[src/rtl/victim_sel_pkg.sv]
package victim_sel_pkg;
    localparam int RNG_W = 16;
    localparam logic [RNG_W-1:0] RNG_SEED = 16'hACE1;

    typedef enum logic {
        CMP_FREQ    = 1'b0,
        CMP_RECENCY = 1'b1
    } cmp_mode_e;

    // maximal-length Fibonacci step, taps at bits 15,13,12,10
    function automatic logic [RNG_W-1:0] rng_step(input logic [RNG_W-1:0] s);
        return {s[RNG_W-2:0], s[15] ^ s[13] ^ s[12] ^ s[10]};
    endfunction
endpackage

[src/rtl/vs_rng.sv]
module vs_rng
    import victim_sel_pkg::*;
(
    input  logic             clk,
    input  logic             rst_n,
    input  logic             step_i,
    output logic [RNG_W-1:0] state_o
);
    logic [RNG_W-1:0] state_d, state_q;

    always_comb begin
        state_d = step_i ? rng_step(state_q) : state_q;
    end

    always_ff @(posedge clk or negedge rst_n) begin
        if (!rst_n) state_q <= RNG_SEED;
        else        state_q <= state_d;
    end

    assign state_o = state_q;
endmodule

[src/rtl/vs_way_meta.sv]
module vs_way_meta #(
    parameter int NUM_WAYS = 8,
    parameter int FREQ_W   = 3,
    parameter int AGE_W    = 3,
    localparam int IDX_W   = $clog2(NUM_WAYS)
) (
    input  logic                             clk,
    input  logic                             rst_n,
    input  logic                             touch_i,
    input  logic                             fill_i,
    input  logic [IDX_W-1:0]                 way_i,
    output logic [NUM_WAYS-1:0]              valid_o,
    output logic [NUM_WAYS-1:0][FREQ_W-1:0]  freq_o,
    output logic [NUM_WAYS-1:0][AGE_W-1:0]   age_o
);
    localparam logic [FREQ_W-1:0] FREQ_MAX = {FREQ_W{1'b1}};
    localparam logic [AGE_W-1:0]  AGE_MAX  = {AGE_W{1'b1}};

    typedef struct packed {
        logic [NUM_WAYS-1:0]             valid;
        logic [NUM_WAYS-1:0][FREQ_W-1:0] freq;
        logic [NUM_WAYS-1:0][AGE_W-1:0]  age;
    } meta_t;

    meta_t meta_d, meta_q;

    always_comb begin
        meta_d = meta_q;
        if (touch_i) begin
            for (int i = 0; i < NUM_WAYS; i++) begin
                if (way_i == IDX_W'(i)) begin
                    meta_d.age[i] = '0;
                    if (fill_i) begin
                        meta_d.valid[i] = 1'b1;
                        meta_d.freq[i]  = FREQ_W'(1);
                    end else if (meta_q.freq[i] != FREQ_MAX) begin
                        meta_d.freq[i] = meta_q.freq[i] + FREQ_W'(1);
                    end
                end else if (meta_q.age[i] != AGE_MAX) begin
                    meta_d.age[i] = meta_q.age[i] + AGE_W'(1);
                end
            end
        end
    end

    always_ff @(posedge clk or negedge rst_n) begin
        if (!rst_n) meta_q <= '0;
        else        meta_q <= meta_d;
    end

    assign valid_o = meta_q.valid;
    assign freq_o  = meta_q.freq;
    assign age_o   = meta_q.age;
endmodule

[src/rtl/vs_pick.sv]
module vs_pick
    import victim_sel_pkg::*;
#(
    parameter int NUM_WAYS = 8,
    parameter int FREQ_W   = 3,
    parameter int AGE_W    = 3,
    localparam int IDX_W   = $clog2(NUM_WAYS)
) (
    input  cmp_mode_e                        mode_i,
    input  logic [RNG_W-1:0]                 rng_i,
    input  logic [NUM_WAYS-1:0]              valid_i,
    input  logic [NUM_WAYS-1:0][FREQ_W-1:0]  freq_i,
    input  logic [NUM_WAYS-1:0][AGE_W-1:0]   age_i,
    output logic [IDX_W-1:0]                 way_o
);
    logic [IDX_W-1:0] cand_a, cand_b, raw_b, first_free;
    logic             any_free, take_b;

    always_comb begin
        cand_a = rng_i[IDX_W-1:0];
        raw_b  = rng_i[2*IDX_W-1:IDX_W];
        cand_b = (raw_b == cand_a) ? cand_a + IDX_W'(1) : raw_b;

        any_free   = 1'b0;
        first_free = '0;
        for (int i = NUM_WAYS - 1; i >= 0; i--) begin
            if (!valid_i[i]) begin
                any_free   = 1'b1;
                first_free = IDX_W'(i);
            end
        end

        if (mode_i == CMP_FREQ) begin
            take_b = (freq_i[cand_b] < freq_i[cand_a]) ||
                     ((freq_i[cand_b] == freq_i[cand_a]) && (cand_b < cand_a));
        end else begin
            take_b = (age_i[cand_b] > age_i[cand_a]) ||
                     ((age_i[cand_b] == age_i[cand_a]) && (cand_b < cand_a));
        end

        if (any_free)    way_o = first_free;
        else if (take_b) way_o = cand_b;
        else             way_o = cand_a;
    end
endmodule

[src/rtl/victim_sel.sv]
module victim_sel
    import victim_sel_pkg::*;
#(
    parameter int NUM_WAYS = 8,
    parameter int FREQ_W   = 3,
    parameter int AGE_W    = 3,
    localparam int IDX_W   = $clog2(NUM_WAYS)
) (
    input  logic             clk,
    input  logic             rst_n,
    input  logic             mode_i,
    input  logic             touch_i,
    input  logic             touch_fill_i,
    input  logic [IDX_W-1:0] touch_way_i,
    input  logic             req_i,
    output logic             victim_valid_o,
    output logic [IDX_W-1:0] victim_way_o
);
    typedef struct packed {
        logic             valid;
        logic [IDX_W-1:0] way;
    } resp_t;

    resp_t resp_d, resp_q;

    logic [RNG_W-1:0]                rng_state;
    logic [NUM_WAYS-1:0]             way_valid;
    logic [NUM_WAYS-1:0][FREQ_W-1:0] way_freq;
    logic [NUM_WAYS-1:0][AGE_W-1:0]  way_age;
    logic [IDX_W-1:0]                pick_way;
    cmp_mode_e                       cmp_mode;

    assign cmp_mode = cmp_mode_e'(mode_i);

    vs_rng u_rng (
        .clk     (clk),
        .rst_n   (rst_n),
        .step_i  (req_i),
        .state_o (rng_state)
    );

    vs_way_meta #(.NUM_WAYS(NUM_WAYS), .FREQ_W(FREQ_W), .AGE_W(AGE_W)) u_meta (
        .clk     (clk),
        .rst_n   (rst_n),
        .touch_i (touch_i),
        .fill_i  (touch_fill_i),
        .way_i   (touch_way_i),
        .valid_o (way_valid),
        .freq_o  (way_freq),
        .age_o   (way_age)
    );

    vs_pick #(.NUM_WAYS(NUM_WAYS), .FREQ_W(FREQ_W), .AGE_W(AGE_W)) u_pick (
        .mode_i  (cmp_mode),
        .rng_i   (rng_state),
        .valid_i (way_valid),
        .freq_i  (way_freq),
        .age_i   (way_age),
        .way_o   (pick_way)
    );

    always_comb begin
        resp_d.valid = req_i;
        resp_d.way   = req_i ? pick_way : resp_q.way;
    end

    always_ff @(posedge clk or negedge rst_n) begin
        if (!rst_n) resp_q <= '0;
        else        resp_q <= resp_d;
    end

    assign victim_valid_o = resp_q.valid;
    assign victim_way_o   = resp_q.way;
endmodule

[config.mk]
export PLATFORM = sky130hd
export DESIGN_NAME = victim_sel
export DESIGN_NICKNAME = d
export VERILOG_FILES = /design/src/rtl/victim_sel_pkg.sv /design/src/rtl/vs_rng.sv /design/src/rtl/vs_way_meta.sv /design/src/rtl/vs_pick.sv /design/src/rtl/victim_sel.sv
export SDC_FILE = /design/constraint.sdc
export NUM_CORES = 1
export LEC_CHECK = 0
export BUFFER_PORTS_ARGS = -buffer_cell sky130_fd_sc_hd__clkbuf_2
export CAP_MARGIN = 20
export CORE_UTILIZATION = 60
export CTS_BUF_LIST = sky130_fd_sc_hd__clkbuf_4
export DETAILED_ROUTE_END_ITERATION = 7
export PLACE_DENSITY = 0.77
export SYNTH_ARGS = -nofsm -noshare
export SYNTH_HDL_FRONTEND = slang
export SYNTH_HIERARCHICAL = 1
export SYNTH_SLANG_ARGS = --single-unit
[constraint.sdc]
create_clock -name clk -period 4.4 [get_ports clk]
set_clock_uncertainty 0.15 [all_clocks]
set_input_delay 1.1 -clock clk [delete_from_list [all_inputs] [get_ports clk]]
set_output_delay 1.1 -clock clk [all_outputs]
set_load 0.005 [all_outputs]
### Word-level counts from Yosys, hierarchy flattened

Cells that the tools add are included.

* bits in registers: 76
* output and inout port bits: 4
* word-level logic and storage cells: 183

* order comparisons: 5
* add/subtract/negate cells: 17
* reductions and logical operators: 45
* equality and inequality tests: 26
* bitwise operators: 3
* mux-type cells: 60

Operators with widths (count)
* 3-bit 2-to-1 mux: 47
* 3-bit by 1-bit adder with 3-bit output, second input constant: 17
* 3-bit inequality test, second input constant: 16
* 3-bit AND reduction: 16
* 3-bit binary-select mux with 3-bit select: 4
* 2-bit nonzero test: 16
* 2-bit AND reduction: 8
* 3-bit == test, second input constant: 4
* 3-bit == test: 3
* 1-bit 2-to-1 mux: 9
* 3-bit by 4-bit < comparator with 1-bit output, second input constant: 2
* 3-bit by 2-bit == test with 1-bit output, second input constant: 2
* 3-bit < comparator: 2
* 3-bit by 1-bit == test with 1-bit output, second input constant: 1
* 3-bit greater-than comparator: 1
* 3-bit zero test: 1
* 1-bit XOR: 3
* 1-bit logical AND: 2
* 1-bit logical OR: 2

### Longest topological paths before layout

Gate-level depths: netlist (run 1).

* depth in word-level cells: 10
* depth in mapped cells: 16
* gate-level depth less buffers: 13

### Hierarchy

The synthesis (run 1) kept the hierarchy.

By module, submodules not included
* vs_way_meta: instances 1, area an instance 2956.6 um2, cells an instance 241, seq. area each 1401.3 um2
* vs_pick: instances 1, area an instance 2819.0 um2, cells an instance 392, seq. area each 0.0 um2
* vs_rng: instances 1, area an instance 675.6 um2, cells an instance 38, seq. area each 410.4 um2
* victim_sel: instances 1, area an instance 133.9 um2, cells an instance 7, seq. area each 100.1 um2

### Least setup slack after synthesis (run 1)

No wires, ideal clock.

* path type: flip-flop to flip-flop
* from: register u_rng.state_q[0], in the netlist u_rng/state_o[0]
* to: register resp_q, in the netlist victim_way_o[2]
* data arrival time: 3.549 ns
* slack: 0.576 ns
* path buffers: 1
* library setup time: 0.125 ns
* stages on the path, launching flop included: 14
* cell sequence: dfstp_2 buf_4 xor2_1 o31ai_2 a21oi_2 mux2_2 mux4_2 ha_1 nor2b_1 o21ai_0 nand2_1 a22o_1 o311a_1 mux2_2

* longest elaborated chain between the ends: 10
* elaborated cells on any way between the ends: 23
* those cells by class: 1 x add/sub; 3 x order compare; 3 x eq/ne; 12 x mux; 4 x reduce/logical

RTL lines
* from (decl): RTL line vs_rng.sv:9 `logic [RNG_W-1:0] state_d, state_q;`
* from (signal assigned): RTL line vs_rng.sv:17 `else state_q <= state_d;`
* parallel branches: the longest is 8 deep, another holds 3-bit by 1-bit adder with 3-bit output
* 3-bit 2-to-1 mux *: RTL line vs_pick.sv:42 `else if (take_b) way_o = cand_b;`
* 3-bit 2-to-1 mux *: RTL line vs_pick.sv:41 `if (any_free) way_o = first_free;`
* via pick_way[2]: RTL line victim_sel.sv:30 `logic [IDX_W-1:0] pick_way;`
* to (signal assigned): RTL line victim_sel.sv:69 `else resp_q <= resp_d;`
* to (decl): RTL line victim_sel.sv:24 `resp_t resp_d, resp_q;`

Mark *: on every way through the listed nets, which the timed path passes. The select of a mux whose other input is x is not followed.
A chain may end at the register's enable or synchronous reset.

### Worst setup path in the final report (run 1)

* from: register u_rng.state_q[1], in the netlist u_rng/state_o[1]
* to: register resp_q, in the netlist victim_way_o[0]

Same word-level chain as after synthesis.

==> flow_summary_export.csv, run 1 <==
group,metric,value,unit
grt,grtUsageMet1,0.400,
grt,grt_pass1_wl,26500,um
layout,seq_area,0.00191,mm2
drt,routedWlPerCell,20.1,um
clock_tree,clkTransAtPathRegs,0.13,ns
critical_path,crit_arrival,4.40,ns
yosys,synth_warnings,6,
layout,multi_input_area,0.00428,mm2
layout,final_util,0.649,
layout,fill_cells,829,
floorplan,ios,13,
layout,syn_to_final_growth,3.19,%
clock_tree,cts_buffers,9,
power,pwr-share-clk,0.066,
floorplan,die_y,107,um
grt,grt_pass1_vias,5246,
clock_tree,clockBufferDepth,2,
grt,antenna_found_initial,0,
layout,drive_above_1_share,0.221,
timing,min_period,4.17,ns
clock_tree,cts_tree,"built",
timing,report.final.slew_viol_count,0,
yosys,syn_area,0.00659,mm2
yosys,synthesis.nets,728,
grt,grt_start_max_net_pins,77,
run_status,status,"finished, final reports clean",
timing,setup-violations-final,0,
floorplan,fp-row-count,37,
clock_tree,cts-root-buf,"clkbuf_4",
drt,drtPass1Iterations,5,
drt,ant_nets,0,
timing,rsz0062_at_grt,"no",
yosys,synth-seq-area-share,0.290,
clock_tree,cts_hold_buf,0,
grt,grtUsageMet3,0.0729,
floorplan,die_w,107,um
drt,via_per_inst,6.79,
yosys,avgSynthCellArea,9.71,um2
yosys,synth-seq-cells,76,
critical_path,required,4.63,ns
yosys,synth_edf_count,0,
floorplan,core_area,0.0105,mm2
place,io_buffer_count,12,
timing,post-route-period-util,0.948,
flow_run,maxCapViolCount,0,
drt,drtIter0Drc,539,
critical_path,worstSetupPathType,"reg2reg",
power,ir_drop,0.000642,V
clock_tree,clock-sinks,76,
critical_path,startpoint_type,"register",
grt,track_usage,0.299,
drt,wl,16100,um
floorplan,dieArea,0.0114,mm2
grt,grt-busiest-layer,"met2",
layout,diodes,0,
timing,max_freq,240,MHz
place,place.detailed.hpwl,11000,um
timing,max_slew_margin,0.340,
power,power_frac_comb,0.685,
timing,hold_violations,0,
power,p_int,2980,uW
power,power_density,860,mW/mm2
min_path,hold_path_class,"reg2reg",
yosys,synthCells,678,
place,finalWeightedCongestion,0.903,
drt,dr_total_vias,5440,
layout,nets,711,
yosys,async_flop_share,1.00,
clock_tree,clock_tree.htree_level_count,3,
clock_tree,clk_latency,0.48,ns
floorplan,initial_core_util,0.629,
yosys,synth.distinct_cells,64,
yosys,synth-main-ff-cell,"dfrtp_1",
critical_path,crit_path_end_kind,"register",
power,p_seq_frac,0.250,
timing,timing.setup.tns,0,ns
grt,grt-ovfl-total,0,
power,sw_frac_of_total,0.490,
power,power_leakage,0.00284,uW
power,switchingPower,2860,uW
drt,drc,0,
timing,worst_pin_slew,0.991,ns
grt,use_met2,0.461,
critical_path,cp_max_fo,41,
cell type report:
type | count | share of cell area
Clock inverter | 5 | 0.00442
Clock buffer | 10 | 0.0110
Sequential cell | 76 | 0.282
Tap cell | 136 | 0.0250
Multi-Input combinational cell | 509 | 0.630
Inverter | 37 | 0.0208
Timing Repair Buffer | 28 | 0.0269
worst paths after layout:
kind | from | endpoint | slack, ns | cells past startpoint
worst min register to register | u_rng/state_o[14] | u_rng/state_o[14] | 0.37 | 1
min in group asynchronous | rst_n | u_meta/age_o[18] | 0.59 | 1
worst min-delay path | u_rng/state_o[14] | u_rng/state_o[14] | 0.37 | 1
worst max-delay path | u_rng/state_o[1] | victim_way_o[0] | 0.23 | 14
worst max register to register | u_rng/state_o[1] | victim_way_o[0] | 0.23 | 14
max in group asynchronous | rst_n | u_rng/state_o[4] | 2.81 | 1
layout by cell type, fill, tap and decap left out, types with 3 or more instances in the layout:
cell type	Yosys	layout
dfrtp_1	68	66
nand3b_1	61	61
nand2_1	41	41
ha_1	41	40
mux2_2	37	37
inv_1	35	35
nand3_1	32	32
nand2b_1	26	26
o2111ai_1	24	24
nor3_1	21	21
mux2i_1	20	20
a22oi_1	20	20
a211oi_1	20	20
nor2b_1	19	19
buf_4	2	17
or3b_2	17	17
a22o_1	13	13
mux4_2	13	13
o21ai_0	12	12
nor2_1	12	12
clkbuf_2	0	11
clkbuf_4	0	10
nor3b_1	8	8
mux2_4	8	8
dfstp_2	8	8
a31o_2	6	6
mux2_1	5	5
xor2_1	4	4
a31oi_1	4	4
a2111oi_4	3	3
o21bai_1	3	3
nand4_1	3	3
or3b_1	3	3
o211ai_1	3	3
xnor2_1	4	3
flip-flops by register name, summed over array words and instances (netlist names):
name	count
u_meta/age_o	24
u_meta/freq_o	24
u_rng/state_o	16
u_meta/valid_o	8
victim_way_o	3
victim_valid_o	1
power by group through the flow:
stage / Clock, uW / Sequential [uW] / Combinational (uW)
finish: 383 / 1460 / 4000
global route: 418 / 1500 / 4370
CTS: 393 / 1440 / 3900
detailed placement: 0 / 1450 / 3880
global placement: 0 / 1420 / 3720
floorplan: 0 / 1290 / 3130
logic make-up after synthesis:
group	share of synthesized area
AO/OA/AOI/OAI	0.152
AND/OR/NAND/NOR	0.237
multiplexers	0.167
adder cells (fa/ha/maj)	0.0779
XOR/XNOR	0.0131
buffers and inverters	0.0627
flip-flops	0.290
routing by layer:
layer  part of all wire  vias up
met5                  0        -
met4              0.027        0
met3              0.081       35
met2               0.46      225
met1               0.44     2681
li1                   -     2499
stage by stage:
stage	instances	hold slack (ns)	area, um2	total power [uW]	setup slack, ns
after floorplan	678	0.322	6590	4420	0.576
after global placement	786	0.335	6680	5150	0.378
after detailed placement	786	0.346	6680	5340	0.302
after CTS	801	0.372	6780	5730	0.262
after global routing	801	0.390	6800	6290	0.0995
final	801	0.367	6800	5850	0.228
worst max-delay path, stage by stage, from the launching register on:
cell and delay, ns:
dfrtp_2 0.41, buf_4 0.36, buf_4 0.44, nand3b_1 0.17
a211oi_1 0.07, nor3_1 0.35, mux2i_1 0.15, mux2_2 0.29
ha_1 0.33, a21o_1 0.20, a31oi_1 0.30, mux2_2 0.27
a22o_1 0.17, o211ai_1 0.10, mux2_2 0.28
cells in the mapped netlist, types with 8 or more instances:
cell        n  area, um2
mux4_2     13        293
nor3_1     21        105
dfstp_2     8        210
a22o_1     13        114
or3b_2     17        149
a22oi_1    20        150
ha_1       41        513
nand2b_1   26        163
nand3_1    32        160
nor3b_1     8       60.1
nor2b_1    19        119
mux2i_1    20        200
nand3b_1   61        458
mux2_2     37        417
a211oi_1   20        150
dfrtp_1    68       1700
nand2_1    41        154
o2111ai_1  24        210
inv_1      35        131
clkbuf_1   42        158
nor2_1     12       45.0
mux2_4      8        120
o21ai_0    12       60.1
what timing repair did:
| item | CTS | global route |
|---|---|---|
| endpoints found under the setup margin | 0 | 1 |
| resized for setup | 0 | 1 |
| endpoints found under the hold margin | 0 | 0 |
| buffers inserted | 0 | 0 |
(Power assumes the default switching activity.)
==> run 2, diff against run 1 <==
- CORE_UTILIZATION: 60 -> 45
- PLACE_DENSITY: 0.77 -> not set
==> run 2 against run 1 <==
  * Power up 2.0%
  * Non-clock buffer count up 1
  * Core utilization down 16 points
  * Die area grew 33%
  * Worst hold slack better by 0.0056 ns
  * Highest routed layer unchanged
  * Critical endpoint is now victim_way_o[2]
  * Fmax is 2.3% higher
==> flow_summary_export.csv, run 2 (synthesis gave the netlist of run 1 again) <==
group,metric,value,unit
run_status,status,"finished, final reports clean",
critical_path,crit_path_end_kind,"register",
drt,dr_total_vias,5275,
critical_path,required,4.62,ns
critical_path,cp_max_fo,6,
power,ir_drop,0.000513,V
layout,syn_to_final_growth,5.26,%
clock_tree,clockBufferDepth,2,
grt,grtUsageMet1,0.324,
clock_tree,clk_latency,0.47,ns
drt,via_per_inst,6.22,
min_path,hold_path_class,"reg2reg",
grt,grt-busiest-layer,"met2",
clock_tree,cts_hold_buf,0,
timing,rsz0062_at_grt,"no",
grt,grt_pass1_wl,26900,um
floorplan,die_y,123,um
grt,antenna_found_initial,1,
power,p_int,3080,uW
power,pwr-share-clk,0.079,
min_path,hold_depth,1,
power,power_leakage,0.00287,uW
clock_tree,cts_resized,0,
critical_path,crit_arrival,4.30,ns
flow_run,maxCapViolCount,0,
drt,drtPass1Iterations,5,
critical_path,path_cells,"ha_2 > o31ai_2 > a21oi_2 > mux2_1 > mux4_2 > ha_1 > nor2b_1 > o21ai_0 > nand2_1 > a22o_1 > o311a_1 > mux2_2",
place,finalWeightedCongestion,0.836,
power,power_frac_comb,0.671,
place,pre_cts_ws,0.376,ns
grt,use_met2,0.349,
timing,report.final.slew_viol_count,0,
power,sw_frac_of_total,0.484,
grt,grt_pass1_vias,5079,
power,power_density,860,mW/mm2
critical_path,startpoint_type,"register",
timing,max_slew_margin,0.434,
place,place.detailed.hpwl,11100,um
floorplan,die_w,123,um
clock_tree,cts_setup_buffers,0,
floorplan,ios,13,
floorplan,fp-row-count,43,
power,p_seq_frac,0.249,
grt,track_usage,0.233,
clock_tree,clock_tree.htree_level_count,3,
power,design_power_total,5960,uW
timing,hold_violations,0,
grt,grtUsageMet3,0.0364,
drt,routedWlPerCell,19.5,um
drt,drtIter0Drc,508,
floorplan,dieArea,0.0151,mm2
timing,finalWorstSetupSlack,0.324,ns
timing,worst_pin_slew,0.848,ns
timing,max_freq,245,MHz
layout,final_cell_mix,"dfrtp_1, nand3b_1, nand2_1, ha_1, mux2_2",
layout,final_common_cell,"dfrtp_1",
critical_path,ff2ff_path_depth,12,
drt,drc,0,
critical_path,worstSetupPathType,"reg2reg",
place,io_buffer_count,12,
timing,setup-violations-final,0,
grt,grt-ovfl-total,0,
layout,nets,712,
timing,timing.setup.tns,0,ns
clock_tree,cts_buffers,9,
power,switchingPower,2890,uW
timing,min_period,4.08,ns
clock_tree,clkTransAtPathRegs,0.14,ns
clock_tree,clock-sinks,76,
drt,ant_nets,0,
critical_path,cp_slowest_cell,"dfstp_2",
floorplan,initial_core_util,0.467,
timing,post-route-period-util,0.926,
clock_tree,cts-root-buf,"clkbuf_4",
floorplan,core_area,0.0141,mm2
drt,wl,16500,um
critical_path,cpPeakStageDelay,0.63,ns
grt,grt_start_max_net_pins,83,
layout,drive_above_1_share,0.225,
clock_tree,cts_tree,"built",
-- run 2: cell count changes in the layout (fill, tap and decap cells not counted) --
| cell | previous run | this run |
|---|---|---|
| buf_12 | 0 | 3 |
| buf_4 | 17 | 15 |
| bufinv_16 | 0 | 1 |
| clkbuf_4 | 10 | 9 |
| clkinv_1 | 1 | 0 |
| clkinv_2 | 2 | 0 |
| clkinvlp_4 | 1 | 2 |
| diode_2 | 0 | 1 |
| inv_6 | 0 | 2 |
| inv_8 | 0 | 1 |
| xnor2_2 | 1 | 2 |
| xnor2_4 | 1 | 0 |
-- run 2: path summary, 6_finish.rpt --
kind / from / end / slack, ns
hold / removal: u_rng/state_o[8] / u_rng/state_o[9] / 0.37
setup / recovery: u_rng/state_o[0] / victim_way_o[2] / 0.32
hold reg to reg: u_rng/state_o[8] / u_rng/state_o[9] / 0.37
min in group asynchronous: rst_n / u_meta/age_o[6] / 0.43
max in group asynchronous: rst_n / u_meta/age_o[23] / 3.06
setup reg to reg: u_rng/state_o[0] / victim_way_o[2] / 0.32
-- run 2: area by class of cell --
type	count	area, um2
fill	1285	7160
multi-input combinational	509	4270
sequential	76	1910
timing repair buffer	29	228
tap	180	225
inverter	37	141
clock inverter	7	82.6
clock buffer	9	67.6
antenna	1	2.50
-- run 2: power groups by stage --
| stage | Clock (uW) | Combinational, uW | Sequential [uW] |
|---|---|---|---|
| final | 474 | 4000 | 1490 |
| after CTS | 498 | 3980 | 1470 |
| after global routing | 528 | 4400 | 1540 |
| after detailed placement | 0 | 3960 | 1490 |
| after global placement | 0 | 3830 | 1470 |
| after floorplan | 0 | 3130 | 1290 |
-- run 2: routing by layer --
layer  wire length (um)  vias to the layer above
met5                  0                        -
met4                588                        0
met3                896                       36
met2               7200                      141
met1               7820                     2597
li1                   -                     2501
-- run 2: stage by stage --
step	hold WS [ns]	utilization	std cells	cell area, um2
floorplan	0.322	-	678	6590
global placement	0.333	0.479	830	6760
detailed placement	0.345	0.479	830	6760
CTS	0.377	0.490	846	6910
global route	0.399	0.492	848	6930
finish	0.373	0.492	848	6930
-- run 2: worst max-delay path, delay by kind of cell (launching register included) --
family | cells | cell delay (ns)
mux | 3 | 1.09
fa+ha+maj | 2 | 0.65
compound gates | 5 | 1.20
simple gates | 2 | 0.27
flops | 1 | 0.63
==> run 3, diff against run 2 <==
- PLACE_DENSITY: not set -> 0.64
==> run 3 against run 2 <==
  * Worst hold slack worse by 0.010 ns
  * Die area unchanged
  * Sequential cell count stayed put
  * Final area is 0.43% lower
  * Highest routed layer unchanged
==> flow_summary_export.csv, run 3 (synthesis gave the netlist of run 1 again) <==
group,metric,value,unit
timing,setup-violations-final,0,
clock_tree,clk_latency,0.47,ns
flow_run,maxCapViolCount,0,
timing,post-route-period-util,0.958,
drt,via_per_inst,6.40,
timing,hold_violations,0,
power,power_leakage,0.00286,uW
critical_path,worstSetupPathType,"reg2reg",
critical_path,cp_max_fo,36,
power,power_density,860,mW/mm2
grt,grt_pass1_vias,5139,
drt,drtIter0Drc,535,
grt,grt_start_max_net_pins,77,
floorplan,die_w,123,um
layout,multi_input_area,0.00428,mm2
drt,ant_nets,0,
place,place.detailed.hpwl,11200,um
place,io_buffer_count,12,
critical_path,startpoint_type,"register",
layout,seq_area,0.00191,mm2
floorplan,ios,13,
layout,final_cell_mix,"dfrtp_1, nand3b_1, nand2_1, ha_1, mux2_2",
grt,track_usage,0.235,
floorplan,die_y,123,um
critical_path,path_cells,"buf_4 > nand2b_1 > nand4_1 > mux2i_2 > buf_4 > mux2i_1 > mux2_2 > ha_1 > a21o_1 > a31oi_1 > mux2_2 > a22o_1 > o211ai_1 > mux2_2",
critical_path,cpPeakStageDelay,0.42,ns
drt,routedWlPerCell,19.7,um
clock_tree,clockBufferDepth,2,
critical_path,r2r_slack,0.19,ns
layout,drive_above_1_share,0.223,
critical_path,path_common_cell,"mux2_2",
floorplan,fp-row-count,43,
critical_path,crit_family,"multiplexers",
clock_tree,cts_setup_buffers,0,
min_path,hold_path_class,"reg2reg",
run_status,status,"finished, final reports clean",
clock_tree,cts-root-buf,"clkbuf_4",
floorplan,core_area,0.0141,mm2
clock_tree,clkTransAtPathRegs,0.15,ns
drt,drc,0,
timing,timing.setup.tns,0,ns
layout,final_common_cell,"dfrtp_1",
drt,drtPass1Iterations,7,
clock_tree,clock_tree.htree_level_count,3,
critical_path,cp_slowest_cell,"nand2b_1",
floorplan,dieArea,0.0151,mm2
clock_tree,cts_buffers,9,
floorplan,initial_core_util,0.467,
clock_tree,cts_tree,"built",
critical_path,crit_path_end_kind,"register",
clock_tree,cts_resized,0,
place,finalWeightedCongestion,0.879,
critical_path,crit_arrival,4.45,ns
drt,dr_total_vias,5404,
timing,max_freq,237,MHz
layout,syn_to_final_growth,4.81,%
grt,grt_pass1_wl,27300,um
power,ir_drop,0.000396,V
layout,final_util,0.490,
clock_tree,cts_hold_buf,0,
drt,wl,16700,um
grt,grt-ovfl-total,0,
clock_tree,clock-sinks,76,
layout,nets,710,
critical_path,required,4.64,ns
layout,fill_cells,1298,
timing,max_slew_margin,0.522,
layout,diodes,0,
timing,rsz0062_at_grt,"no",
timing,worst_pin_slew,0.715,ns
timing,min_period,4.21,ns
critical_path,path_buf_inv,2,
grt,antenna_found_initial,0,
timing,report.final.slew_viol_count,0,
[run 3: cell types whose count changed in the layout (fill, tap and decap cells not counted), sizes merged]
cell and delta:
buf -2, inv +2, bufinv -1, clkinvlp -1, diode -1
[run 3: worst paths after layout]
check | end | depth (start not counted) | start
hold / removal | u_rng/state_o[10] | 1 | u_rng/state_o[9]
max in group asynchronous | u_rng/state_o[0] | 2 | rst_n
setup / recovery | victim_way_o[0] | 14 | u_rng/state_o[1]
min in group asynchronous | u_meta/age_o[13] | 1 | rst_n
setup reg to reg | victim_way_o[0] | 14 | u_rng/state_o[1]
hold reg to reg | u_rng/state_o[10] | 1 | u_rng/state_o[9]
[run 3: routing by layer]
layer  global-route usage  wire, um  up-vias
li1                     -         -     2508
met1                0.327      7820     2734
met2                0.371      7780      140
met3               0.0281       703       22
met4               0.0949       378        0
met5                    0         0        -
[run 3: layout make-up]
| type | instances | area share |
|---|---|---|
| multi-input cells | 509 | 0.620 |
| flip-flops and latches | 76 | 0.277 |
| well taps | 180 | 0.0326 |
| repair buffers | 27 | 0.0301 |
| inverters | 37 | 0.0205 |
| clock buffers | 9 | 0.00979 |
| clock inverters | 7 | 0.00943 |
[run 3: where the power goes]
part	leakage, uW	switching (uW)	total (uW)	internal, uW
registers	0.000899	471	1470	995
clock network	0.0000714	302	432	130
logic	0.00189	2160	4040	1880
total	0.00286	2930	5940	3010
[run 3: metrics by stage]
stage	total power (uW)	worst slack (ns)	cells	instance area (um2)	hold slack [ns]
2_1_floorplan	4420	0.576	678	6590	0.322
3_3_place_gp	5260	0.273	828	6730	0.338
3_5_place_dp	5410	0.126	828	6730	0.347
4_1_cts	5880	0.107	844	6860	0.363
5_1_grt	6390	0.0132	845	6900	0.378
6_report	5940	0.186	845	6900	0.362
